==> src/rtl/snd_io_pkg.sv <==
package snd_io_pkg;

    // Address classes seen by the page logic.
    typedef enum logic [2:0] {
        RG_RAM,
        RG_ROM,
        RG_TEST,
        RG_CTRL,
        RG_DADDR,
        RG_DDATA,
        RG_PORT
    } region_t;

    // Source of the read response due in the current cycle.
    typedef enum logic [1:0] {
        ST_IDLE,
        ST_RAM,
        ST_DSP,
        ST_LOCAL
    } rsp_state_t;

    // Control register bit positions.
    localparam int CTRL_CLR_BASE = 4;  // bit 4: clear ports 0/1, bit 5: ports 2/3
    localparam int CTRL_ROM_BIT  = 7;

endpackage

==> src/rtl/snd_io_decode.sv <==
module snd_io_decode
    import snd_io_pkg::*;
#(
    parameter int                  ADDR_W    = 16,
    parameter int                  ROM_BYTES = 64,
    parameter logic [ADDR_W-1:0]   PAGE_BASE = 'h00F0
) (
    input  logic [ADDR_W-1:0] addr,
    output region_t           region
);
    localparam logic [ADDR_W-1:0] ROM_BASE = ADDR_W'((1 << ADDR_W) - ROM_BYTES);

    logic in_page;
    assign in_page = (addr[ADDR_W-1:4] == PAGE_BASE[ADDR_W-1:4]);

    always_comb begin
        region = RG_RAM;
        if (in_page) begin
            case (addr[3:0])
                4'h0:                      region = RG_TEST;
                4'h1:                      region = RG_CTRL;
                4'h2:                      region = RG_DADDR;
                4'h3:                      region = RG_DDATA;
                4'h4, 4'h5, 4'h6, 4'h7:    region = RG_PORT;
                default:                   region = RG_RAM;
            endcase
        end else if (addr >= ROM_BASE) begin
            region = RG_ROM;
        end
    end

endmodule

==> src/rtl/snd_boot_rom.sv <==
module snd_boot_rom #(
    parameter int DATA_W    = 8,
    parameter int ROM_BYTES = 64,
    parameter logic [ROM_BYTES*DATA_W-1:0] INIT =
        {DATA_W'(8'hFF), DATA_W'(8'hC0), {((ROM_BYTES-2)*DATA_W){1'b0}}},
    localparam int IDX_W = $clog2(ROM_BYTES)
) (
    input  logic [IDX_W-1:0]  idx,
    output logic [DATA_W-1:0] data
);
    logic [DATA_W-1:0] rom_arr [ROM_BYTES];

    for (genvar i = 0; i < ROM_BYTES; i++) begin : g_byte
        assign rom_arr[i] = INIT[i*DATA_W +: DATA_W];
    end

    assign data = rom_arr[idx];

endmodule

==> src/rtl/snd_io_regs.sv <==
module snd_io_regs
    import snd_io_pkg::*;
#(
    parameter int              DATA_W     = 8,
    parameter int              N_TIMERS   = 3,
    parameter int              N_PORTS    = 4,
    parameter logic [DATA_W-1:0] CTRL_RESET = 8'h80,
    localparam int             PIW        = $clog2(N_PORTS)
) (
    input  logic                      clk,
    input  logic                      rst_n,
    input  logic                      wr_ctrl,
    input  logic                      wr_daddr,
    input  logic                      wr_port,
    input  logic [PIW-1:0]            port_idx,
    input  logic [DATA_W-1:0]         wdata,
    output logic [DATA_W-1:0]         ctrl_q,
    output logic [DATA_W-1:0]         daddr_q,
    output logic [N_PORTS*DATA_W-1:0] port_q,
    output logic [N_TIMERS-1:0]       tmr_en
);
    logic [DATA_W-1:0] port_r [N_PORTS];

    always_ff @(posedge clk or negedge rst_n) begin
        if (!rst_n) begin
            ctrl_q  <= CTRL_RESET;
            daddr_q <= '0;
        end else begin
            if (wr_ctrl)  ctrl_q  <= wdata;
            if (wr_daddr) daddr_q <= wdata;
        end
    end

    // Ports pair up on clear strobes: ports 2k and 2k+1 share bit CLR_BASE+k.
    for (genvar i = 0; i < N_PORTS; i++) begin : g_port
        always_ff @(posedge clk or negedge rst_n) begin
            if (!rst_n) begin
                port_r[i] <= '0;
            end else if (wr_ctrl && wdata[CTRL_CLR_BASE + i/2]) begin
                port_r[i] <= '0;
            end else if (wr_port && port_idx == PIW'(i)) begin
                port_r[i] <= wdata;
            end
        end
        assign port_q[i*DATA_W +: DATA_W] = port_r[i];
    end

    assign tmr_en = ctrl_q[N_TIMERS-1:0];

    assert_timer_en_follows_R3: assert property (@(posedge clk) disable iff (!rst_n)
        wr_ctrl |=> tmr_en == $past(wdata[N_TIMERS-1:0]));

    assert_low_ports_cleared_R4: assert property (@(posedge clk) disable iff (!rst_n)
        (wr_ctrl && wdata[CTRL_CLR_BASE]) |=> (port_r[0] == '0 && port_r[1] == '0));

    assert_high_ports_cleared_R4: assert property (@(posedge clk) disable iff (!rst_n)
        (wr_ctrl && wdata[CTRL_CLR_BASE+1]) |=> (port_r[2] == '0 && port_r[3] == '0));

endmodule

==> src/rtl/snd_io_page.sv <==
module snd_io_page
    import snd_io_pkg::*;
#(
    parameter int                ADDR_W     = 16,
    parameter int                DATA_W     = 8,
    parameter int                ROM_BYTES  = 64,
    parameter int                N_TIMERS   = 3,
    parameter int                N_PORTS    = 4,
    parameter int                DSP_REGS   = 128,
    parameter logic [ADDR_W-1:0] PAGE_BASE  = 'h00F0,
    parameter logic [DATA_W-1:0] CTRL_RESET = 8'h80,
    localparam int               ROM_IW     = $clog2(ROM_BYTES),
    localparam int               DSP_AW     = $clog2(DSP_REGS),
    localparam int               PIW        = $clog2(N_PORTS)
) (
    input  logic                      clk,
    input  logic                      rst_n,
    input  logic                      bus_req,
    input  logic                      bus_we,
    input  logic [ADDR_W-1:0]         bus_addr,
    input  logic [DATA_W-1:0]         bus_wdata,
    output logic                      bus_rvalid,
    output logic [DATA_W-1:0]         bus_rdata,
    output logic [ADDR_W-1:0]         ram_addr,
    output logic                      ram_re,
    output logic                      ram_we,
    output logic [DATA_W-1:0]         ram_wdata,
    input  logic [DATA_W-1:0]         ram_rdata,
    output logic [DSP_AW-1:0]         dsp_addr,
    output logic                      dsp_re,
    output logic                      dsp_we,
    output logic [DATA_W-1:0]         dsp_wdata,
    input  logic [DATA_W-1:0]         dsp_rdata,
    output logic [N_TIMERS-1:0]       tmr_en,
    output logic [N_PORTS*DATA_W-1:0] port_out
);
    region_t            region;
    rsp_state_t         state_q, state_d;
    logic [DATA_W-1:0]  local_q, local_d;
    logic [DATA_W-1:0]  ctrl_q, daddr_q, rom_byte, port_byte;
    logic               is_rd, is_wr, overlay_on;
    logic               wr_ctrl, wr_daddr, wr_port;

    snd_io_decode #(
        .ADDR_W(ADDR_W), .ROM_BYTES(ROM_BYTES), .PAGE_BASE(PAGE_BASE)
    ) u_decode (
        .addr(bus_addr), .region(region)
    );

    snd_boot_rom #(
        .DATA_W(DATA_W), .ROM_BYTES(ROM_BYTES)
    ) u_rom (
        .idx(bus_addr[ROM_IW-1:0]), .data(rom_byte)
    );

    snd_io_regs #(
        .DATA_W(DATA_W), .N_TIMERS(N_TIMERS), .N_PORTS(N_PORTS), .CTRL_RESET(CTRL_RESET)
    ) u_regs (
        .clk(clk), .rst_n(rst_n),
        .wr_ctrl(wr_ctrl), .wr_daddr(wr_daddr), .wr_port(wr_port),
        .port_idx(bus_addr[PIW-1:0]), .wdata(bus_wdata),
        .ctrl_q(ctrl_q), .daddr_q(daddr_q), .port_q(port_out), .tmr_en(tmr_en)
    );

    assign is_rd      = bus_req && !bus_we;
    assign is_wr      = bus_req && bus_we;
    assign overlay_on = ctrl_q[CTRL_ROM_BIT];
    assign port_byte  = port_out[bus_addr[PIW-1:0]*DATA_W +: DATA_W];

    // Write routing: the ROM window always writes through to RAM.
    assign ram_addr  = bus_addr;
    assign ram_wdata = bus_wdata;
    assign ram_we    = is_wr && (region == RG_RAM || region == RG_ROM);
    assign wr_ctrl   = is_wr && region == RG_CTRL;
    assign wr_daddr  = is_wr && region == RG_DADDR;
    assign wr_port   = is_wr && region == RG_PORT;

    assign dsp_addr  = daddr_q[DSP_AW-1:0];
    assign dsp_wdata = bus_wdata;
    assign dsp_we    = is_wr && region == RG_DDATA && (daddr_q < DATA_W'(DSP_REGS));

    // Next-state and read-side strobes.
    always_comb begin
        state_d = ST_IDLE;
        local_d = local_q;
        ram_re  = 1'b0;
        dsp_re  = 1'b0;
        if (is_rd) begin
            unique case (region)
                RG_RAM: begin
                    ram_re  = 1'b1;
                    state_d = ST_RAM;
                end
                RG_ROM: begin
                    if (overlay_on) begin
                        local_d = rom_byte;
                        state_d = ST_LOCAL;
                    end else begin
                        ram_re  = 1'b1;
                        state_d = ST_RAM;
                    end
                end
                RG_TEST: begin
                    local_d = '0;
                    state_d = ST_LOCAL;
                end
                RG_CTRL: begin
                    local_d = ctrl_q;
                    state_d = ST_LOCAL;
                end
                RG_DADDR: begin
                    local_d = daddr_q;
                    state_d = ST_LOCAL;
                end
                RG_PORT: begin
                    local_d = port_byte;
                    state_d = ST_LOCAL;
                end
                RG_DDATA: begin
                    dsp_re  = 1'b1;
                    state_d = ST_DSP;
                end
                default: state_d = ST_IDLE;
            endcase
        end
    end

    // State register.
    always_ff @(posedge clk or negedge rst_n) begin
        if (!rst_n) begin
            state_q <= ST_IDLE;
            local_q <= '0;
        end else begin
            state_q <= state_d;
            local_q <= local_d;
        end
    end

    // Outputs.
    always_comb begin
        bus_rvalid = 1'b0;
        bus_rdata  = '0;
        unique case (state_q)
            ST_IDLE:  begin bus_rvalid = 1'b0; bus_rdata = '0;        end
            ST_RAM:   begin bus_rvalid = 1'b1; bus_rdata = ram_rdata; end
            ST_DSP:   begin bus_rvalid = 1'b1; bus_rdata = dsp_rdata; end
            ST_LOCAL: begin bus_rvalid = 1'b1; bus_rdata = local_q;   end
            default:  begin bus_rvalid = 1'b0; bus_rdata = '0;        end
        endcase
    end

    assert_read_answered_R2: assert property (@(posedge clk) disable iff (!rst_n)
        is_rd |=> bus_rvalid);

    assert_no_stray_valid_R2: assert property (@(posedge clk) disable iff (!rst_n)
        !is_rd |=> !bus_rvalid);

    assert_rom_write_reaches_ram_R6: assert property (@(posedge clk) disable iff (!rst_n)
        (is_wr && bus_addr >= ADDR_W'((1 << ADDR_W) - ROM_BYTES)) |-> ram_we);

    assert_overlay_blocks_ram_R5: assert property (@(posedge clk) disable iff (!rst_n)
        (is_rd && region == RG_ROM && overlay_on) |-> !ram_re);

    assert_dsp_write_gated_R9: assert property (@(posedge clk) disable iff (!rst_n)
        dsp_we |-> daddr_q < DATA_W'(DSP_REGS));

    assert_test_write_ignored_R10: assert property (@(posedge clk) disable iff (!rst_n)
        (is_wr && bus_addr == PAGE_BASE) |-> (!ram_we && !dsp_we && !wr_ctrl));

endmodule

==> config.mk <==
export PLATFORM = sky130hd
export DESIGN_NAME = snd_io_page
export DESIGN_NICKNAME = d
export VERILOG_FILES = /design/src/rtl/snd_io_pkg.sv /design/src/rtl/snd_io_decode.sv /design/src/rtl/snd_boot_rom.sv /design/src/rtl/snd_io_regs.sv /design/src/rtl/snd_io_page.sv
export SDC_FILE = /design/constraint.sdc
export NUM_CORES = 1
export LEC_CHECK = 0
export BUFFER_PORTS_ARGS = -buffer_cell sky130_fd_sc_hd__buf_2
export CORE_UTILIZATION = 41
export DETAILED_ROUTE_END_ITERATION = 16
export GPL_TIMING_DRIVEN = 0
export PLACE_DENSITY = 0.67
export SETUP_SLACK_MARGIN = 0.02
export SLEW_MARGIN = 20
export SYNTH_ARGS = -nofsm -noshare
export SYNTH_HDL_FRONTEND = slang
export SYNTH_HIERARCHICAL = 1
export SYNTH_SLANG_ARGS = --single-unit
==> constraint.sdc <==
create_clock -name clk -period 2.1 [get_ports clk]
set_input_delay 0 -clock clk [delete_from_list [all_inputs] [get_ports clk]]
set_output_delay 0 -clock clk [all_outputs]
set_load 0.05 [all_outputs]
==> results.sh, run 1 <==
export IMPL_internal_power_uw=1970
export IMPL_yosys_top_cells_area="dfrtp_1 36%, a21bo_2 12%, mux2i_1 8.1%"
export IMPL_required_ns=2.32
export IMPL_min_from="bus_wdata[6]"
export IMPL_worstPathCellList="buf_2 > nor4b_2 > nand4_1 > a21oi_4 > buf_4 > nand3_2 > nor3b_2 > buf_2 > mux2_2"
export IMPL_fillCellCount=881
export IMPL_ys_types=49
export IMPL_die_x_um=100
export IMPL_relSlewSlack_pct=49.5
export IMPL_die_h_um=100
export IMPL_tns_ns=0
export IMPL_ys_seq_area_share_pct=36.9
export IMPL_clkTransAtPathRegs_ns=0.07
export IMPL_wl_per_cell_um=16.9
export IMPL_cts_inserted_buffers=9
export IMPL_grt_usage_pct=21.2
export IMPL_cpPeakStageDelay_ns=0.37
export IMPL_synth_edf_count=0
export IMPL_dpl_instance_area_sq_um=4750
export IMPL_drv_slew=0
export IMPL_path_buf_inv=3
export IMPL_leakagePower_uw=0.00271
export IMPL_arrival_ns=2.18
export IMPL_grt_pass1_vias=3146
export IMPL_clkLatencyLatePin_ns=0.34
export IMPL_io_buffers=128
export IMPL_ioPinCount=131
export IMPL_fmax_mhz=511
export IMPL_syn_nets=386
export IMPL_r2r_cells=6
export IMPL_drive_gt1_share_pct=64.4
export IMPL_critPathMaxFanout=10
export IMPL_yosys_register_bits=58
export IMPL_cp_depth=9
export IMPL_htreeDepth=3
export IMPL_final_cell_area_sq_um=5100
export IMPL_cp_end_kind="register"
export IMPL_max_cap_viol_count=0
export IMPL_async_flop_share_pct=100
export IMPL_p_per_area_nw_per_um2=533
export IMPL_status="completed"
export IMPL_irDropWorstVdd_uv=405
export IMPL_rsz0062_at_grt="no"
export IMPL_setup_viol=0
export IMPL_finalCritPeriodShare_pct=93.2
export IMPL_cts_root_buf="clkbuf_8"
export IMPL_yosysWarningCount=6
export IMPL_worstReg2RegStart="u_regs/ctrl_q[7]"
export IMPL_vias=3260
export IMPL_hold_path_depth=2
export IMPL_path_class="input port to register"
export IMPL_grt_max_degree=59
export IMPL_grt_antenna_before_repair=0
export IMPL_cpMaxStageDelayCell="mux2_2"
export IMPL_clkPwrFrac_pct=42.3
export IMPL_cts_sinks=58
export IMPL_final_net_count=531
export IMPL_tritoncts="yes"
export IMPL_core_area_sq_um=9280
export IMPL_seq_power_share_pct=41.4
export IMPL_dr_pass1_iters=4
export IMPL_antenna_cells=0
export IMPL_rows=35
export IMPL_p_comb_share_pct=16.3
export IMPL_crit_path_start_kind="input port"
export IMPL_die_area_sq_um=10000
export IMPL_finalHoldViolCount=0
export IMPL_crit_path_frequent_cell="buf_2"
export IMPL_synth_top_area_share_pct=36.2
export IMPL_hpwl_um=7790
export IMPL_start_util_pct=42.4
export IMPL_drc_errors=0
export IMPL_switching_share_pct=27.5
export IMPL_synth_top_area_cell="dfrtp_1"
export IMPL_syn_inst=341
export IMPL_crit_family="simple AND/OR/NAND/NOR gates"
export IMPL_routed_wirelength_um=10500
export IMPL_power_switching_uw=748
export IMPL_cts_path_max_buffers=2
export IMPL_area_growth_syn_to_layout_pct=29.6
export IMPL_tightestPinTransition_ns=0.758
export IMPL_grt_pass1_wl_um=16400
export IMPL_postRouteAntennaNets=0
export IMPL_grt_overflow_total=0
export IMPL_dr_first_iter_drc_count=104
export IMPL_syn_avg_cell_area_sq_um=11.6
export IMPL_hp_class="input port to register"
export IMPL_vias_per_cell=5.26
export IMPL_period_needed_ns=1.96
export IMPL_startpoint="bus_addr[8]"
export IMPL_synth_main_ff_cell="dfrtp_1"
export IMPL_finClkSkew_ns=0.00642
export IMPL_synth_cell_area_sq_um=3940
export IMPL_routabilityCongestion=0.829
sequential cells by signal, indices dropped and copies added (netlist names):
signal,count
u_regs/port_q,32
u_regs/ctrl_q,8
state_q,2
local_q,8
u_regs/daddr_q,8
cells in the final DEF, fill, tap and decap left out, types with 2 or more instances in the layout:
| master | synthesis | layout |
|---|---|---|
| clkbuf_8 | 0 | 10 |
| mux2i_1 | 32 | 32 |
| nand2_1 | 3 | 2 |
| inv_1 | 2 | 2 |
| nor2_1 | 9 | 7 |
| a211oi_2 | 8 | 8 |
| o22a_1 | 8 | 8 |
| a21bo_2 | 46 | 46 |
| buf_6 | 3 | 4 |
| a22o_1 | 8 | 8 |
| bufinv_16 | 0 | 2 |
| a221oi_1 | 8 | 8 |
| clkinv_2 | 0 | 2 |
| mux2_2 | 24 | 24 |
| nor2b_1 | 2 | 2 |
| dfrtp_1 | 57 | 57 |
| dlygate4sd3_1 | 0 | 4 |
| a21oi_1 | 9 | 8 |
| clkbuf_4 | 0 | 2 |
| mux4_2 | 8 | 8 |
| nand4_1 | 3 | 3 |
| nand2b_1 | 4 | 4 |
| nand3_2 | 1 | 2 |
| nor2_4 | 0 | 2 |
| clkbuf_1 | 9 | 4 |
| clkbuf_2 | 1 | 2 |
| nor3_1 | 3 | 3 |
| buf_4 | 42 | 51 |
| o22ai_1 | 8 | 8 |
| buf_2 | 14 | 136 |
| and3b_2 | 2 | 2 |
| a21o_1 | 2 | 2 |
cells in the mapped netlist (2+ instances only):
library cell and number:
a211oi_2 8, a21bo_2 46, a21o_1 2, a21oi_1 9, a221oi_1 8, a22o_1 8
and3b_2 2, buf_2 14, buf_4 42, buf_6 3, clkbuf_1 9, dfrtp_1 57
inv_1 2, mux2_2 24, mux2i_1 32, mux4_2 8, nand2_1 3, nand2b_1 4
nand3_1 2, nand4_1 3, nor2_1 9, nor2b_1 2, nor3_1 3, nor3b_1 2
o22a_1 8, o22ai_1 8
power by group through the flow:
stage               combinational, uW  sequential, uW  clock [uW]
global placement                  439            1140           0
global route                      469            1130        1240
detailed placement                442            1140           0
floorplan                         301            1140           0
finish                            443            1130        1150
CTS                               450            1120        1180
layout make-up:
cell class / instances / area, sq um / share of cell area [%]
plain buffers: 68 / 483 / 9.46
clock buffers: 11 / 141 / 2.77
repair buffers: 136 / 726 / 14.2
clock inverters: 5 / 77.6 / 1.52
well taps: 129 / 161 / 3.16
multi-input cells: 211 / 2060 / 40.3
flip-flops and latches: 58 / 1450 / 28.5
inverters: 2 / 7.51 / 0.147
worst paths after layout:
| kind | to | slack, ns |
|---|---|---|
| setup / recovery | u_regs/ctrl_q[4] | 0.14 |
| hold / removal | u_regs/daddr_q[6] | 0.007 |
| setup reg to reg | local_q[5] | 0.51 |
| hold reg to reg | u_regs/ctrl_q[3] | 0.51 |
| max in group asynchronous | u_regs/port_q[23] | 1.32 |
| min in group asynchronous | u_regs/port_q[19] | 0.27 |
kinds of logic (layout without fill, tap and decap cells):
family	Yosys count	count (layout)	synth area share [%]
AO/OA/AOI/OAI	102	102	23.3
adder cells (fa/ha/maj)	1	1	0.318
buffers and inverters	72	222	11.9
flip-flops	58	58	36.9
multiplexers	64	64	19.6
AND/OR/NAND/NOR	44	44	8.04
what timing repair did:
action                     in CTS  in global routing
setup buffers                   3                  1
gates resized for setup        11                 13
setup endpoints to repair      45                 54
hold buffers                    4                  0
cloned                          0                  0
pin swaps                       2                  3
hold endpoints to repair       62                  0
per-stage QoR:
stage          total power [uW]  hold slack [ns]  std cells  utilization, %  setup WS (ns)
2_1_floorplan              1440           -0.296        341               -         -0.206
3_3_place_gp               1580            0.302        598            51.1         -0.673
3_5_place_dp               1590            0.118        598            51.2         -0.768
4_1_cts                    2750          0.00841        621            54.7         0.0148
5_1_grt                    2830          0.00531        620            55.0         0.0335
6_report                   2720          0.00688        620            55.0          0.142
layer usage:
layer / vias to the layer above / global-route usage (%) / part of all wire [%]
li1: 1527 / - / -
met1: 1607 / 28.7 / 45
met2: 111 / 34.2 / 49
met3: 15 / 3.76 / 5.5
met4: 0 / 7.58 / 1.1
met5: - / 0 / 0
Note: power is estimated with default switching activity, not from simulation.
==> run 2: changes to the inputs <==
CORE_ASPECT_RATIO = 1.5   (was unset)
==> results.sh, run 2 (synthesis results as in run 1) <==
export IMPL_status="completed"
export IMPL_final_cell_area_sq_um=5130
export IMPL_wl_per_cell_um=17.7
export IMPL_grt_antenna_before_repair=0
export IMPL_dr_pass1_iters=4
export IMPL_critPathMaxFanout=10
export IMPL_core_area_sq_um=9310
export IMPL_grt_usage_pct=21.9
export IMPL_max_cap_viol_count=0
export IMPL_crit_path_start_kind="input port"
export IMPL_required_ns=2.34
export IMPL_postRouteAntennaNets=0
export IMPL_die_h_um=122
export IMPL_path_class="input port to register"
export IMPL_finClkSkew_ns=0.00864
export IMPL_cts_root_buf="clkbuf_16"
export IMPL_tightestPinTransition_ns=0.750
export IMPL_relSlewSlack_pct=50.0
export IMPL_min_from="bus_wdata[3]"
export IMPL_cts_path_max_buffers=2
export IMPL_htreeDepth=3
export IMPL_p_per_area_nw_per_um2=572
export IMPL_leakagePower_uw=0.00274
export IMPL_antenna_cells=0
export IMPL_dpl_worst_slack_ns=-0.689
export IMPL_setup_viol=0
export IMPL_dpl_instance_area_sq_um=4730
export IMPL_tns_ns=0
export IMPL_startpoint="bus_addr[8]"
export IMPL_area_growth_syn_to_layout_pct=30.2
export IMPL_dr_first_iter_drc_count=99
export IMPL_arrival_ns=2.18
export IMPL_tritoncts="yes"
export IMPL_cts_inserted_buffers=9
export IMPL_p_total_uw=2930
export IMPL_final_common_cell="buf_2"
export IMPL_finalCritPeriodShare_pct=92.2
export IMPL_drc_errors=0
export IMPL_cts_sinks=58
export IMPL_io_buffers=128
export IMPL_grt_pass1_wl_um=16200
export IMPL_drv_slew=0
export IMPL_rows=43
export IMPL_setup_slack_ns=0.164
export IMPL_vias=3259
export IMPL_clkLatencyLatePin_ns=0.33
export IMPL_routabilityCongestion=0.825
export IMPL_rsz0062_at_grt="no"
export IMPL_worstReg2RegStart="u_regs/ctrl_q[7]"
export IMPL_hp_class="input port to register"
export IMPL_grt_max_degree=59
export IMPL_largest_reg_flops=32
export IMPL_cp_end_kind="register"
export IMPL_period_needed_ns=1.94
export IMPL_ioPinCount=131
export IMPL_irDropWorstVdd_uv=553
export IMPL_die_area_sq_um=10000
export IMPL_grt_overflow_total=0
export IMPL_routed_wirelength_um=10700
export IMPL_final_net_count=532
export IMPL_clkTransAtPathRegs_ns=0.05
export IMPL_hpwl_um=7990
export IMPL_finalHoldViolCount=0
export IMPL_drive_gt1_share_pct=64.0
export IMPL_final_cell_mix="136 x buf_2, 57 x dfrtp_1, 53 x buf_4"
export IMPL_fmax_mhz=517
export IMPL_start_util_pct=42.3
export IMPL_die_x_um=82.0
export IMPL_vias_per_cell=5.40
export IMPL_grt_pass1_vias=3216
run 2: cell count changes in the layout (fill, tap and decap cells not counted), sizes merged:
cell,previous run,this run
bufinv,2,0
clkinv,2,3
clkinvlp,1,0
clkbuf,18,21
run 2: area by class of cell:
type                            count  area, sq um
Timing Repair Buffer              137          721
Inverter                            2         7.51
Clock buffer                       13          260
Multi-Input combinational cell    211         2050
Buffer                             68          479
Fill cell                         828         4180
Clock inverter                      3         15.0
Tap cell                          112          140
Sequential cell                    58         1450
run 2: final timing paths:
path / slack (ns) / depth (start not counted) / endpoint
max: 0.16 / 12 / u_regs/port_q[14]
min: 0.008 / 2 / u_regs/ctrl_q[3]
max reg2reg: 0.51 / 6 / local_q[6]
min reg2reg: 0.51 / 1 / u_regs/ctrl_q[6]
max in group asynchronous: 1.31 / 2 / local_q[6]
min in group asynchronous: 0.30 / 2 / u_regs/daddr_q[6]
run 2: critical path: stages:
cell and delay [ns]:
buf_2 0.12, nor4b_4 0.29, nand4_1 0.12, buf_4 0.17
nor2_4 0.18, clkbuf_4 0.24, clkbuf_4 0.24, nor3b_2 0.07
buf_4 0.18, buf_4 0.19, a21bo_2 0.21, mux2i_1 0.14
run 2: timing repair:
action | in CTS | in global routing
pin swaps | 1 | 2
hold endpoints to repair | 61 | 0
endpoints found under the setup margin | 43 | 58
buffers inserted | 3 | 2
hold buffers | 4 | 0
cloned | 0 | 0
resized for setup | 13 | 7
run 2: report_power, final:
group	total, uW	internal, uW	leakage [uW]	switching (uW)
registers	1130	1120	0.000806	4.89
logic	447	157	0.00180	290
clock network	1360	855	0.000139	502
run 2: through the flow:
| step | util (%) | hold WS [ns] | cells |
|---|---|---|---|
| 2_1_floorplan | - | -0.296 | 341 |
| 3_3_place_gp | 50.8 | 0.302 | 581 |
| 3_5_place_dp | 50.8 | 0.117 | 581 |
| 4_1_cts | 54.8 | 0.0103 | 604 |
| 5_1_grt | 55.1 | 0.0122 | 604 |
| 6_report | 55.1 | 0.00823 | 604 |
run 2: layer usage:
| layer | up-vias | track usage (%) | share of wire (%) | routed length (um) |
|---|---|---|---|---|
| met2 | 85 | 40.2 | 56 | 5980 |
| met3 | 14 | 4.57 | 4.1 | 434 |
| li1 | 1524 | - | - | - |
| met1 | 1636 | 23.7 | 38 | 4120 |
| met4 | 0 | 8.77 | 1.6 | 175 |
| met5 | - | 0 | 0 | 0 |
==> run 3: changes to the inputs <==
clock period = 2.5 ns   (was 2.1 ns; I/O delays follow)
==> results.sh, run 3 (synthesis results as in run 1) <==
export IMPL_status="completed"
export IMPL_hold_ws_ns=0.0113
export IMPL_cts_root_buf="clkbuf_16"
export IMPL_path_class="input port to register"
export IMPL_critPathMaxFanout=10
export IMPL_start_util_pct=42.3
export IMPL_setup_viol=0
export IMPL_core_area_sq_um=9310
export IMPL_tns_ns=0
export IMPL_postRouteAntennaNets=0
export IMPL_seq_power_share_pct=39.1
export IMPL_rows=43
export IMPL_vias=3228
export IMPL_irDropWorstVdd_uv=414
export IMPL_routed_wirelength_um=10600
export IMPL_largest_reg_flops=32
export IMPL_area_growth_syn_to_layout_pct=27.6
export IMPL_grt_antenna_before_repair=0
export IMPL_drive_gt1_share_pct=62.8
export IMPL_dr_first_iter_drc_count=159
export IMPL_finalCritPeriodShare_pct=89.5
export IMPL_drv_slew=0
export IMPL_hp_class="input port to register"
export IMPL_fmax_mhz=447
export IMPL_cts_inserted_buffers=9
export IMPL_final_net_count=527
export IMPL_cpPeakStageDelay_ns=0.49
export IMPL_drc_errors=0
export IMPL_clkTransAtPathRegs_ns=0.05
export IMPL_relSlewSlack_pct=50.4
export IMPL_htreeDepth=3
export IMPL_power_switching_uw=653
export IMPL_internal_power_uw=1760
export IMPL_switching_share_pct=27.0
export IMPL_finClkSkew_ns=0.00591
export IMPL_cpMaxStageDelayCell="nor3b_4"
export IMPL_antenna_cells=0
export IMPL_io_buffers=128
export IMPL_grt_pass1_vias=3347
export IMPL_dr_pass1_iters=4
export IMPL_max_cap_viol_count=0
export IMPL_p_comb_share_pct=15.5
export IMPL_grt_overflow_total=0
export IMPL_worstPathCellList="buf_2 > nor4b_2 > nand4_1 > nor2_2 > nand2b_1 > clkbuf_1 > nor2_1 > nor3b_4 > mux2i_1"
export IMPL_arrival_ns=2.48
export IMPL_routabilityCongestion=0.841
export IMPL_p_per_area_nw_per_um2=481
export IMPL_period_needed_ns=2.24
export IMPL_final_common_cell="buf_2"
export IMPL_tritoncts="yes"
export IMPL_grt_pass1_wl_um=16700
export IMPL_cp_end_kind="register"
export IMPL_required_ns=2.74
export IMPL_wl_per_cell_um=17.8
export IMPL_finalHoldViolCount=0
export IMPL_die_x_um=82.0
export IMPL_clkPwrFrac_pct=45.4
export IMPL_clkLatencyLatePin_ns=0.33
export IMPL_grt_max_degree=59
export IMPL_leakagePower_uw=0.00270
export IMPL_grt_usage_pct=22.4
export IMPL_tightestPinTransition_ns=0.744
export IMPL_die_h_um=122
export IMPL_ioPinCount=131
export IMPL_cts_sinks=58
export IMPL_final_cell_mix="141 x buf_2, 57 x dfrtp_1, 46 x a21bo_2"
export IMPL_crit_path_start_kind="input port"
export IMPL_vias_per_cell=5.39
export IMPL_hpwl_um=8220
export IMPL_cts_path_max_buffers=2
export IMPL_rsz0062_at_grt="no"
export IMPL_die_area_sq_um=10000
[run 3: changes by cell type in the layout (fill, tap and decap cells not counted), sizes merged]
cell,delta
dlygate4sd3,-2
clkbuf,+2
buf,-5
[run 3: final cells by class]
type	count	area, sq um
clock buffer	13	250
tap	112	140
fill	844	4280
clock inverter	3	15.0
timing repair buffer	130	663
buffer	70	467
inverter	2	7.51
multi-input combinational	211	2030
sequential	58	1450
[run 3: worst max-delay path: cells and delay by family]
kind	cells	cell delay [ns]
buffers and inverters	2	0.35
and+or+nand+nor	6	1.89
muxes	1	0.25
[run 3: path summary, 6_finish.rpt]
path | end | cells after the start | from | slack, ns
setup / recovery | u_regs/port_q[0] | 9 | bus_addr[8] | 0.26
hold / removal | u_regs/ctrl_q[2] | 2 | bus_wdata[2] | 0.01
hold reg to reg | u_regs/ctrl_q[5] | 1 | u_regs/ctrl_q[5] | 0.51
max in group asynchronous | u_regs/daddr_q[3] | 2 | rst_n | 1.72
setup reg to reg | local_q[7] | 6 | u_regs/ctrl_q[7] | 0.92
min in group asynchronous | u_regs/port_q[14] | 2 | rst_n | 0.29
[run 3: metrics by stage]
stage | util [%] | setup WS, ns | instance area, sq um | total power, uW | instances
2_1_floorplan | - | 0.156 | 3940 | 1210 | 341
3_3_place_gp | 50.7 | -0.299 | 4720 | 1330 | 581
3_5_place_dp | 50.7 | -0.363 | 4720 | 1330 | 581
4_1_cts | 53.9 | 0.0393 | 5010 | 2440 | 599
5_1_grt | 54.0 | 0.0293 | 5030 | 2500 | 599
6_report | 54.0 | 0.262 | 5030 | 2420 | 599
[run 3: metal layers]
layer	vias to the layer above	track usage, %	share of wire (%)
met5	-	0	0
met2	97	41.1	56
met3	18	3.60	3.5
met1	1603	24.5	38
li1	1510	-	-
met4	0	10.2	2.4
[run 3: power groups by stage]
stage / logic [uW] / registers (uW) / clock network (uW)
finish: 374 / 946 / 1100
global route: 400 / 945 / 1160
CTS: 377 / 946 / 1120
detailed placement: 372 / 961 / 0
global placement: 368 / 961 / 0
floorplan: 252 / 961 / 0
[run 3: timing repair]
action                     4_1_cts  5_1_grt
cloned                           0        0
setup endpoints to repair       32       39
hold endpoints to repair        58        0
buffers inserted                 0        0
gates resized for setup          2        9
hold buffers                     2        0
